`src/rtl/stkptr_pkg.sv`:
```
package stkptr_pkg;

    localparam int unsigned DEF_PTR_W     = 32;
    localparam int unsigned DEF_STEP      = 4;
    localparam int unsigned DEF_ALIGN_LSB = 2;
    localparam int unsigned DEF_SEL_BIT   = 1;
    localparam int unsigned NUM_BANKS     = 2;

    typedef enum logic [1:0] {
        UPD_NONE = 2'd0,
        UPD_DEC  = 2'd1,
        UPD_INC  = 2'd2
    } upd_op_e;

    typedef enum logic {
        BANK_MAIN = 1'b0,
        BANK_PROC = 1'b1
    } bank_e;

    typedef enum logic {
        BOOT_FETCH = 1'b0,
        BOOT_RUN   = 1'b1
    } boot_state_e;

    // push lowers, pop raises; both together cancel
    function automatic upd_op_e decode_op(input logic push, input logic pop);
        if (push && !pop)      return UPD_DEC;
        else if (pop && !push) return UPD_INC;
        else                   return UPD_NONE;
    endfunction

    function automatic bank_e pick_bank(input logic handler, input logic sel);
        return (!handler && sel) ? BANK_PROC : BANK_MAIN;
    endfunction

endpackage

```
`src/rtl/stkptr_boot.sv`:
```
module stkptr_boot
    import stkptr_pkg::*;
(
    input  logic clk,
    input  logic rst,
    input  logic fetch_valid,
    output logic busy,
    output logic fetch_req,
    output logic load_main
);
    boot_state_e state_q;

    always_ff @(posedge clk) begin
        if (rst)
            state_q <= BOOT_FETCH;
        else if (state_q == BOOT_FETCH && fetch_valid)
            state_q <= BOOT_RUN;
    end

    assign busy      = (state_q == BOOT_FETCH);
    assign fetch_req = busy;
    assign load_main = busy && fetch_valid;

    // response ends the busy phase, which never returns without reset
    p_busy_ends_r2: assert property (@(posedge clk) disable iff (rst)
        (busy && fetch_valid) |=> !busy);
    p_busy_stays_low_r2: assert property (@(posedge clk) disable iff (rst)
        !busy |=> !busy);

endmodule

```
`src/rtl/stkptr_select.sv`:
```
module stkptr_select
    import stkptr_pkg::*;
#(
    parameter int unsigned CTL_W   = 32,
    parameter int unsigned SEL_BIT = DEF_SEL_BIT
) (
    input  logic             clk,
    input  logic             rst,
    input  logic             handler_mode,
    input  logic             ctl_wr_en,
    input  logic [CTL_W-1:0] ctl_wr_data,
    output logic             sel_q,
    output bank_e            active
);
    localparam logic [CTL_W-1:0] SEL_MASK = CTL_W'(1) << SEL_BIT;

    logic sel_d;
    assign sel_d = |(ctl_wr_data & SEL_MASK);

    always_ff @(posedge clk) begin
        if (rst)            sel_q <= 1'b0;
        else if (ctl_wr_en) sel_q <= sel_d;
    end

    assign active = pick_bank(handler_mode, sel_q);

    // the select bit follows bit SEL_BIT of the write one cycle later
    p_ctl_next_cycle_r9: assert property (@(posedge clk) disable iff (rst)
        ctl_wr_en |=> (sel_q == $past(ctl_wr_data[SEL_BIT])));
    // handler mode never points at the process bank
    p_handler_main_r5: assert property (@(posedge clk) disable iff (rst)
        handler_mode |-> (active == BANK_MAIN));

endmodule

```
`src/rtl/stkptr_bank_reg.sv`:
```
module stkptr_bank_reg
    import stkptr_pkg::*;
#(
    parameter int unsigned W         = DEF_PTR_W,
    parameter int unsigned STEP      = DEF_STEP,
    parameter int unsigned ALIGN_LSB = DEF_ALIGN_LSB
) (
    input  logic         clk,
    input  logic         rst,
    input  logic         load_en,
    input  logic [W-1:0] load_data,
    input  logic         wr_en,
    input  logic [W-1:0] wr_data,
    input  upd_op_e      op,
    output logic [W-1:0] value
);
    localparam logic [W-1:0] MASK   = {W{1'b1}} << ALIGN_LSB;
    localparam logic [W-1:0] STEP_V = W'(STEP);

    logic [W-1:0] q;

    // priority: boot load, then direct write, then push/pop step
    always_ff @(posedge clk) begin
        if (rst)          q <= '0;
        else if (load_en) q <= load_data & MASK;
        else if (wr_en)   q <= wr_data & MASK;
        else begin
            case (op)
                UPD_DEC: q <= q - STEP_V;
                UPD_INC: q <= q + STEP_V;
                default: q <= q;
            endcase
        end
    end

    assign value = q;

    // stored pointer keeps its alignment bits clear
    p_aligned_r8: assert property (@(posedge clk) disable iff (rst)
        (q & ~MASK) == '0);

endmodule

```
`src/rtl/stkptr_bank.sv`:
```
module stkptr_bank
    import stkptr_pkg::*;
#(
    parameter int unsigned PTR_W          = DEF_PTR_W,
    parameter int unsigned CTL_W          = 32,
    parameter int unsigned SEL_BIT        = DEF_SEL_BIT,
    parameter int unsigned STEP           = DEF_STEP,
    parameter int unsigned ALIGN_LSB      = DEF_ALIGN_LSB,
    parameter logic [31:0] BOOT_ADDR      = 32'h0000_0000
) (
    input  logic             clk,
    input  logic             rst,
    input  logic             handler_mode,
    input  logic             ctl_wr_en,
    input  logic [CTL_W-1:0] ctl_wr_data,
    input  logic             main_wr_en,
    input  logic [PTR_W-1:0] main_wr_data,
    input  logic             proc_wr_en,
    input  logic [PTR_W-1:0] proc_wr_data,
    input  logic             push_req,
    input  logic             pop_req,
    input  logic             fetch_valid,
    input  logic [PTR_W-1:0] fetch_data,
    output logic             fetch_req,
    output logic [31:0]      fetch_addr,
    output logic             busy,
    output logic [PTR_W-1:0] cur_sp,
    output logic [PTR_W-1:0] main_sp,
    output logic [PTR_W-1:0] proc_sp
);
    localparam logic [PTR_W-1:0] STEP_V = PTR_W'(STEP);
    localparam logic [PTR_W-1:0] MASK   = {PTR_W{1'b1}} << ALIGN_LSB;

    logic    load_main;
    logic    sel_q;
    bank_e   active;
    upd_op_e req_op;

    logic             bank_load    [NUM_BANKS];
    logic             bank_wr_en   [NUM_BANKS];
    logic [PTR_W-1:0] bank_wr_data [NUM_BANKS];
    upd_op_e          bank_op      [NUM_BANKS];
    logic [PTR_W-1:0] bank_val     [NUM_BANKS];

    stkptr_boot u_boot (
        .clk        (clk),
        .rst        (rst),
        .fetch_valid(fetch_valid),
        .busy       (busy),
        .fetch_req  (fetch_req),
        .load_main  (load_main)
    );

    stkptr_select #(.CTL_W(CTL_W), .SEL_BIT(SEL_BIT)) u_sel (
        .clk         (clk),
        .rst         (rst),
        .handler_mode(handler_mode),
        .ctl_wr_en   (ctl_wr_en),
        .ctl_wr_data (ctl_wr_data),
        .sel_q       (sel_q),
        .active      (active)
    );

    assign req_op = busy ? UPD_NONE : decode_op(push_req, pop_req);

    always_comb begin
        for (int b = 0; b < NUM_BANKS; b++) begin
            bank_op[b]   = (int'(active) == b) ? req_op : UPD_NONE;
            bank_load[b] = (b == int'(BANK_MAIN)) ? load_main : 1'b0;
        end
        bank_wr_en[BANK_MAIN]   = main_wr_en;
        bank_wr_data[BANK_MAIN] = main_wr_data;
        bank_wr_en[BANK_PROC]   = proc_wr_en;
        bank_wr_data[BANK_PROC] = proc_wr_data;
    end

    for (genvar b = 0; b < NUM_BANKS; b++) begin : g_bank
        stkptr_bank_reg #(.W(PTR_W), .STEP(STEP), .ALIGN_LSB(ALIGN_LSB)) u_reg (
            .clk      (clk),
            .rst      (rst),
            .load_en  (bank_load[b]),
            .load_data(fetch_data),
            .wr_en    (bank_wr_en[b]),
            .wr_data  (bank_wr_data[b]),
            .op       (bank_op[b]),
            .value    (bank_val[b])
        );
    end

    assign main_sp    = bank_val[BANK_MAIN];
    assign proc_sp    = bank_val[BANK_PROC];
    assign cur_sp     = bank_val[active];
    assign fetch_addr = BOOT_ADDR;

    // reset leaves the block waiting for its boot word with main selected
    p_reset_state_r1: assert property (@(posedge clk)
        rst |=> (busy && fetch_req && !sel_q && main_sp == '0 && proc_sp == '0));
    // boot word lands aligned in the main pointer
    p_boot_load_r2: assert property (@(posedge clk) disable iff (rst)
        (busy && fetch_valid) |=> (main_sp == ($past(fetch_data) & MASK)));
    // no movement of the process bank while busy unless written
    p_busy_hold_r3: assert property (@(posedge clk) disable iff (rst)
        (busy && !proc_wr_en) |=> $stable(proc_sp));
    // handler mode presents the main pointer
    p_handler_cur_r5: assert property (@(posedge clk) disable iff (rst)
        handler_mode |-> (cur_sp == main_sp));
    // lone push on the process bank steps it down by one word
    p_push_step_r6: assert property (@(posedge clk) disable iff (rst)
        (!busy && push_req && !pop_req && active == BANK_PROC && !proc_wr_en)
        |=> (proc_sp == $past(proc_sp) - STEP_V));
    // lone pop on the main bank steps it up by one word
    p_pop_step_r6: assert property (@(posedge clk) disable iff (rst)
        (!busy && pop_req && !push_req && active == BANK_MAIN && !main_wr_en)
        |=> (main_sp == $past(main_sp) + STEP_V));
    // the bank not selected is untouched by push/pop
    p_other_keeps_r7: assert property (@(posedge clk) disable iff (rst)
        (!busy && (push_req ^ pop_req) && active == BANK_PROC && !main_wr_en)
        |=> $stable(main_sp));
    // direct write beats a same-cycle step
    p_write_wins_r10: assert property (@(posedge clk) disable iff (rst)
        (!busy && proc_wr_en) |=> (proc_sp == ($past(proc_wr_data) & MASK)));

endmodule

```
`config.mk`:
```
export PLATFORM = sky130hd
export DESIGN_NAME = stkptr_bank
export DESIGN_NICKNAME = d
export VERILOG_FILES = /design/src/rtl/stkptr_pkg.sv /design/src/rtl/stkptr_boot.sv /design/src/rtl/stkptr_select.sv /design/src/rtl/stkptr_bank_reg.sv /design/src/rtl/stkptr_bank.sv
export SDC_FILE = /design/constraint.sdc
export NUM_CORES = 1
export LEC_CHECK = 0
export ABC_AREA = 1
export BUFFER_PORTS_ARGS = -buffer_cell sky130_fd_sc_hd__buf_2
export CORE_MARGIN = 2
export CORE_UTILIZATION = 40
export CTS_CLUSTER_SIZE = 14
export DETAILED_ROUTE_END_ITERATION = 6
export PLACE_DENSITY = 0.66
export SYNTH_ARGS = -nofsm -noshare
export SYNTH_HDL_FRONTEND = slang
export SYNTH_SLANG_ARGS = --single-unit
```
`constraint.sdc`:
```
create_clock -name clk -period 3.55 [get_ports clk]
set_input_delay 0.1775 -clock clk [delete_from_list [all_inputs] [get_ports clk]]
set_output_delay 0.1775 -clock clk [all_outputs]
set_load 0.02 [all_outputs]
```
After elaboration in Yosys (flattened, before gate mapping)
Index checks and enable logic that the tools add are counted.
- register bits after elaboration: 66
- input port bits: 137
- logic and storage cells: 44
- $add $sub $neg: 4
- $lt $le $gt $ge: 1
- equality and inequality tests: 4
- multiplexer cells: 14
- bitwise operators: 2
- reductions and logical operators: 13
- operators with widths (operator ; count):
    2-to-1 mux 32 bit ; 6
    case mux 32 bit (2 select lines) ; 2
    adder 32 x 3 -> 32 bit, second input constant ; 2
    subtractor 32 x 3 -> 32 bit, second input constant ; 2
    2-to-1 mux 2 bit ; 5
    equality test 2 x 1 -> 1 bit, second input constant ; 2
    equality test 2 bit, second input constant ; 2
    logical AND 1 bit ; 4
    nonzero test 2 bit ; 2
    nonzero test 4 bit ; 1
    zero test 1 bit ; 3
    nonzero test 3 bit ; 1
    OR reduction 3 bit ; 1
    >= comparator 2 bit, second input constant ; 1
    inverter 1 -> 2 bit ; 1
    OR reduction 2 bit ; 1
    2-to-1 mux 1 bit ; 1
    inverter 1 bit ; 1

Logic depth before layout (Yosys ltp)
Gate-level depths: netlist of the first run.
- depth after elaboration: 10
- depth in mapped cells: 18

Hierarchy
From an unflattened synthesis of the first run, not the netlist that was laid out.
- cells, all modules: 1546
- area total of the unflattened synthesis: 8572.0 µm²
- modules (own cells, without submodules) (module ; instances ; cells each ; area an instance (µm²) ; sequential area each (µm²)):
    stkptr_bank_reg (g_bank[1].u_reg) ; 1 ; 690 ; 3890.0 ; 600.6
    stkptr_bank_reg (g_bank[0].u_reg) ; 1 ; 694 ; 3822.4 ; 600.6
    stkptr_bank ; 1 ; 146 ; 763.2 ; 0.0
    stkptr_select ; 1 ; 9 ; 50.0 ; 20.0
    stkptr_boot ; 1 ; 7 ; 46.3 ; 20.0

Worst setup path after synthesis of the first run
No wires, ideal clock.
- path type: reg-to-reg
- start point: reg u_boot.state_q
- end point: reg g_bank[0].u_reg.q[11]
- arrival: 2.538 ns
- slack: 0.890 ns
- cell stages (with the launch flop): 16
- path buffers: 0
- cells stage by stage: dfxtp_1 > nand2_1 > nor2_2 > nand2_1 > ha_1 > nand2_1 > inv_1 > nand2_1 > nand2_1 > inv_1 > nand3_1 > or2_2 > nand3_1 > nand2_1 > o21ai_0 > a21oi_1
- word-level cells in the longest chain between the ends: 6
- ends and longest elaborated chain (what ; RTL line ; source):
    from (decl) ; stkptr_boot.sv:11 ; boot_state_e state_q;
    from (signal assigned) ; stkptr_boot.sv:15 ; state_q <= BOOT_FETCH;
    from (signal assigned) ; stkptr_boot.sv:17 ; state_q <= BOOT_RUN;
    2-to-1 mux 2 bit ; stkptr_bank.sv:64 ; assign req_op = busy ? UPD_NONE : decode_op(push_req, pop_req);
    2-to-1 mux 2 bit ; stkptr_bank.sv:68 ; bank_op[b] = (int'(active) == b) ? req_op : UPD_NONE;
    equality test 2 bit or equality test 2 x 1 -> 1 bit (tied branches) ; stkptr_bank_reg.sv:28 ; case (op)
    case mux 32 bit (2 select lines) ; stkptr_bank_reg.sv:28 ;
    2-to-1 mux 32 bit ; stkptr_bank_reg.sv:26 ; else if (wr_en) q <= wr_data & MASK;
    2-to-1 mux 32 bit ; stkptr_bank_reg.sv:25 ; else if (load_en) q <= load_data & MASK;
    to (signal assigned) ; stkptr_bank_reg.sv:25 ;
    to (signal assigned) ; stkptr_bank_reg.sv:26 ;
    to (signal assigned) ; stkptr_bank_reg.sv:29 ; UPD_DEC: q <= q - STEP_V;
    to (decl) ; stkptr_bank_reg.sv:20 ; logic [W-1:0] q;
Several ways; a longest one is shown, not always the timed one.
A chain may end at the register's enable or synchronous reset.

Final worst setup path of the first run
- start point: reg u_boot.state_q
- end point: reg g_bank[1].u_reg.q[22]
- word-level cells in the longest chain between the ends: 5
- ends and longest elaborated chain (what ; RTL line ; source):
    2-to-1 mux 2 bit (*) ; stkptr_bank.sv:64 ;
    2-to-1 mux 2 bit (*) ; stkptr_bank.sv:68 ;
    equality test 2 bit or equality test 2 x 1 -> 1 bit (tied branches) ; stkptr_bank_reg.sv:28 ;
    case mux 32 bit (2 select lines) ; stkptr_bank_reg.sv:28 ;
    2-to-1 mux 32 bit ; stkptr_bank_reg.sv:26 ;
    to (signal assigned) ; stkptr_bank_reg.sv:26 ;
    to (signal assigned) ; stkptr_bank_reg.sv:29 ;
    to (signal assigned) ; stkptr_bank_reg.sv:30 ; UPD_INC: q <= q + STEP_V;
    to (decl) ; stkptr_bank_reg.sv:20 ;
Every way passes the cells marked *; elsewhere a longest branch is shown, timed or not.

==> metrics, run 1 <==
diode count=0; post-synth top area share=~27%; PnR worst setup slack=about 0.70 ns; commonest non-fill, non-tap cells in the layout=nand2_1, inv_1, buf_2, a21oi_1, o21ai_0; Mapped Cells=approximately 1500; CTS tree=built; Final Hold Viols=0; DRT Pass-1 Iters=5; nets=1869; clock slew at reported path FFs=0.05 ns; worst-margin pin slew=0.867 ns; Finished Core Util=a little under half; Async SR Flop Fraction=0%; CP Launch Type=flip-flop; Post-Synth Adder-Cell Area=about a tenth; Synth Cell Area=a little over 8000 µm²; outcome=complete, no violations; final WL=27.3 mm; Initial Util=between 40 and 50%; Max Fclk=351 MHz; Crit Path Max Fanout=31; die area=~21000 µm²; I/O pin cnt=about 270; relative slew slack=42.1%; syn avg cell area=around 5.4 µm²; first-pass GRT wire length=43.3 mm; CP cell instances=nand2_1 > nor2_2 > nand2_2 > ha_1 > nand2_1 > inv_1 > a21oi_1 > nand3_2 > nand2_1 > nand2_1 > or2_1 > nand3_1 > a21oi_1; # rows=between 50 and 60; RSZ-0062 raised after global routing=no; number of synthesized register bits=62; register area share after synthesis=15.3%; H-Tree Depth=3; post_cts resized=0; area leader, netlist=nand2_1; post-synth cell types=37; most common cell after layout, fill and taps aside=nand2_1; crit end category=flip-flop; Leak=between 5 and 6 nW; main combinational cell family by area after synthesis=simple AND/OR/NAND/NOR gates; slowest CP cell=ha_1; P&R area growth vs syn=16.5%; post-CTS setup buffer count=0; CTS root buffer=clkbuf_16; Power per Cell Area=around 430 nW/µm²; largest net degree at the start of global routing=slightly above 60; crit path time final=2.85 ns; share of layout cells above drive strength 1=approximately 15%; CTS sink cnt=between 60 and 70; final setup fails=0; starting DRC count in detailed routing=643; Final ANT Viol Nets=0; vias post-DR=roughly 9500; Max IR drop VDD=around 0.00025 V; chip width=146 µm; Num CTS Buffers=9; Synth Area in XOR/XNOR=2.27%; Crit path arrival time=a little over 3 ns; Synth Area in Compound Gates=between 10% and 20%; GRT Total Usage=25.1%; final worst path period share=80.1%; Simple-Gate Fraction of Synth Area=40.4%; Total Power=about 4.0 mW; grt total ovfl=0; CP required=between 3 and 4 ns; Clock Latency Late Sink=~0.35 ns; WP buf/inv=1; EDFF count, synth=0; # hold bufs at CTS=0; Max Cap Violations=0; Hold Path Class=in -> reg; max incr delay on CP=around 0.55 ns; Routability Congestion=0.912; core area=roughly 20000 µm²; via count of the first global-routing pass=8620; Max Root-Sink Buffers=2; Die Y-Extent=roughly 150 µm; Residual DRC=0; initial antenna violation count=0; multiplexer share of the synthesized area=0%; final clock skew=0.00661 ns; Max Slew Vio Count=0; Top delay family on crit path=simple AND/OR/NAND/NOR gates; CP dominant cell by count=nand2_1; wire per inst=14.0 µm; pre-CTS WS=0.715 ns; setup_tns=0 ns; Synth area leaders=nand2_1, dfxtp_1, inv_1, ha_1, a21oi_1; Setup Crit Path Kind=reg -> reg; yosys warns=0; ys flop type=dfxtp_1; post-DR vias/cell=around 4.9; number of port buffers=191; post-DP HPWL=~22 mm
-- worst paths after layout --
check | cells after the start | to | slack (ns) | start
setup reg to reg | 13 | g_bank[1].u_reg.value[22] | 0.70 | u_boot.state_q
hold / removal | 3 | u_sel.sel_q | 0.06 | ctl_wr_data[1]
hold reg to reg | 2 | g_bank[1].u_reg.value[31] | 0.51 | g_bank[1].u_reg.value[31]
setup / recovery | 13 | g_bank[1].u_reg.value[22] | 0.70 | u_boot.state_q
-- area by class of cell --
class,instances,area (µm²)
inverters,240,901
flip-flops and latches,62,1240
multi-input cells,1157,5630
clock buffers,15,288
well taps,270,338
repair buffers,202,1040
fillers,2304,10600
-- synth_stat cells, types with 5 or more instances --
cell      instances
nand3_2           5
o21ai_1           9
ha_1             58
a31oi_1          13
buf_4            40
o21bai_1         14
inv_1           229
clkbuf_1         26
nor2_1           87
o21ai_0          88
clkinv_1          7
xnor2_1           7
nor2_2            6
buf_2            11
nor3_1            6
dfxtp_1          62
a21oi_1         102
xor2_1           14
nand2_1         579
nand3_1          84
or2_2             6
nand4_1          10
-- per-stage QoR --
stage | hold slack (ns) | cell area, µm² | cells
after floorplan | 0.240 | 8240 | 1540
after global placement | 0.412 | 9150 | 1931
after detailed placement | 0.417 | 9150 | 1931
after CTS | 0.0572 | 9440 | 1946
after global routing | 0.0758 | 9440 | 1946
final | 0.0629 | 9440 | 1946
-- worst register-to-register path, stage by stage (launching register included) --
cell and delay, ns:
dfxtp_1 0.38, nand2_1 0.09, nor2_2 0.12, nand2_2 0.40, ha_1 0.56, nand2_1 0.15, inv_1 0.05, a21oi_1 0.28
nand3_2 0.21, nand2_1 0.10, nand2_1 0.06, or2_1 0.20, nand3_1 0.07, a21oi_1 0.07
-- layer usage --
metal	wire [µm]	track usage, %	vias to the layer above
met5	0	0	-
met4	590	7.82	0
met3	1210	2.88	37
met2	13100	43.1	245
met1	12400	32.9	4213
li1	-	-	4970
-- kinds of logic after synthesis --
| kind of cell | after synthesis |
|---|---|
| buf+inv | 321 |
| simple gates | 802 |
| flops | 62 |
| compound gates | 236 |
| other cells | 1 |
| fa+ha+maj | 60 |
| xor+xnor | 21 |
-- sequential cells by signal (all words and copies together), names as in the netlist --
signal,count
g_bank.u_reg.value,60
u_sel.sel_q,1
u_boot.state_q,1
-- report_power, final --
part | total (mW) | switching [mW] | internal [mW]
sequential | 0.898 | 0.123 | 0.775
combinational | 2.24 | 1.48 | 0.760
clock | 0.889 | 0.343 | 0.546
Note: power is estimated with default switching activity, not from simulation.
==> run 2, diff against run 1 <==
==> constraint.sdc (replaced) <==
create_clock -name clk -period 2.8 [get_ports clk]
set_input_delay 0.14 -clock clk [delete_from_list [all_inputs] [get_ports clk]]
set_output_delay 0.14 -clock clk [all_outputs]
set_load 0.02 [all_outputs]
==> metrics, run 2 (synthesized netlist as in run 1, its figures left out) <==
routed wl met2=13.1 mm; Num CTS Buffers=9; Max Used Layer=met4; Max Cap Violations=0; starting DRC count in detailed routing=645; DRT Pass-1 Iters=6; Sw Share=between 40% and 50%; Top delay family on crit path=simple AND/OR/NAND/NOR gates; Max Fclk=397 MHz; wire per inst=around 14 µm; Placed Cells=roughly 1900; nets=between 1500 and 2000; P&R area growth vs syn=17.8%; share of layout cells above drive strength 1=around 15%; share of total power in combinational logic=between 50 and 60%; RSZ-0062 raised after global routing=no; final clock skew=about 0.011 ns; I/O pin cnt=roughly 270; outcome=complete, no violations; Crit Path Max Fanout=33; Post-Layout Cell Count=1951; WP buf/inv=1; Leak=between 5 and 6 nW; Crit path arrival time=2.79 ns; Final Hold Viols=0; crit path time final=roughly 2.5 ns; CP dominant cell by count=nand2_1; worst-margin pin slew=about 0.90 ns; internal power=approximately 2.8 mW; CTS tree=built; Hold Path Class=in -> reg; Final ANT Viol Nets=0; max incr delay on CP=0.38 ns; CP Launch Type=flip-flop; max reg flops=60; Residual DRC=0; largest net degree at the start of global routing=48; Max Root-Sink Buffers=2; die area=approximately 21000 µm²; final worst path period share=89.9%; via count of the first global-routing pass=just under 9000; Power per Cell Area=about 550 nW/µm²; number of port buffers=around 190; # rows=52; Initial Util=about two fifths; vias post-DR=between 9000 and 10000; initial antenna violation count=1; H-Tree Depth=3; clock slew at reported path FFs=~0.060 ns; chip width=146 µm; crit end category=flip-flop; Max IR drop VDD=0.000321 V; most common cell after layout, fill and taps aside=nand2_1; final setup fails=0; Setup Crit Path Kind=reg -> reg; switching power=between 2 and 3 mW; core area=between 20000 and 25000 µm²; M1 WL=12.4 mm; relative slew slack=around two fifths; Max Slew Vio Count=0; CTS root buffer=clkbuf_16; Routability Congestion=just over 0.9; CP required=3.08 ns; Die Y-Extent=between 100 and 150 µm; routed length on met3=between 1 and 1.5 mm; post-DP HPWL=about 22 mm; final WL=~28 mm; commonest non-fill, non-tap cells in the layout=nand2_1, inv_1, buf_2, a21oi_1, o21ai_0; GRT Total Usage=25.5%; post-CTS setup buffer count=0; Clock Power Share=between 20% and 30%; CP cell instances=nand2_1 > nor2_2 > nand2_1 > buf_12 > ha_1 > nand2_1 > nand3_2 > nand2_1 > nand2_1 > nand2_1 > nand2_2 > nand2_1 > nand3_1 > nand2_1 > o21ai_0 > a21oi_1; Clock Latency Late Sink=around 0.35 ns; slowest CP cell=dfxtp_1; Fill cells=2240; setup_tns=0 ns; grt total ovfl=0; first-pass GRT wire length=between 40 and 50 mm; post-DR vias/cell=a little under 5; CTS sink cnt=between 60 and 70; Seq pwr share=21.7%
-- run 2: changes by cell type in the layout (fill, tap and decap cells not counted) --
cell | previous run | this run
buf_12 | 0 | 3
clkbuf_8 | 4 | 1
bufinv_16 | 0 | 2
clkbuf_1 | 2 | 0
clkinv_2 | 0 | 2
clkinvlp_4 | 0 | 2
diode_2 | 0 | 1
nand3_1 | 83 | 82
nand3_2 | 6 | 7
-- run 2: path summary, 6_finish.rpt --
path | from | to | slack (ns) | cells after the start
setup / recovery | u_boot.state_q | g_bank[0].u_reg.value[15] | 0.28 | 16
hold / removal | ctl_wr_data[1] | u_sel.sel_q | 0.02 | 3
setup reg to reg | u_boot.state_q | g_bank[0].u_reg.value[15] | 0.28 | 16
hold reg to reg | g_bank[1].u_reg.value[31] | g_bank[1].u_reg.value[31] | 0.50 | 2
-- run 2: per-stage QoR --
stage	util [%]	cell area [µm²]	worst slack, ns	hold WS [ns]	total power [mW]
after global routing	47.6	9540	0.0258	0.0572	5.70
after detailed placement	46.0	9210	0.266	0.380	3.98
after CTS	47.6	9540	0.261	0.0166	5.26
after global placement	46.0	9210	0.321	0.368	3.95
final	47.6	9540	0.282	0.0232	5.26
after floorplan	-	8240	0.140	0.202	3.23
-- run 2: metal layers --
metal  global-route usage, %  up-vias
li1                        -     4983
met1                    32.7     4208
met2                    43.9      272
met3                    1.97       51
met4                    11.3        0
met5                       0        -
-- run 2: power groups by stage --
stage / Clock (mW) / Combinational [mW] / Sequential (mW)
after floorplan: 0 / 2.03 / 1.20
after global placement: 0 / 2.79 / 1.16
after detailed placement: 0 / 2.83 / 1.16
after CTS: 1.28 / 2.84 / 1.14
after global routing: 1.31 / 3.24 / 1.15
final: 1.27 / 2.85 / 1.14
-- run 2: cell type report --
class | count | area (µm²) | area share [%]
antenna | 1 | 2.50 | 0.0262
clock buffer | 10 | 239 | 2.50
clock inverter | 6 | 85.1 | 0.891
inverter | 240 | 901 | 9.44
multi-input combinational | 1157 | 5640 | 59.1
sequential | 62 | 1240 | 13.0
tap | 270 | 338 | 3.54
timing repair buffer | 205 | 1100 | 11.5
-- run 2: repair_timing --
action | in CTS | in global routing
setup endpoints to repair | 0 | 3
gates resized for setup | 0 | 1
hold buffers | 0 | 0
-- run 2: worst register-to-register path, delay by kind of cell (launching register included) --
| kind | cells | cell delay (ns) |
|---|---|---|
| buf+inv | 1 | 0.18 |
| flops | 1 | 0.38 |
| compound gates | 2 | 0.23 |
| fa+ha+maj | 1 | 0.39 |
| simple gates | 12 | 1.25 |
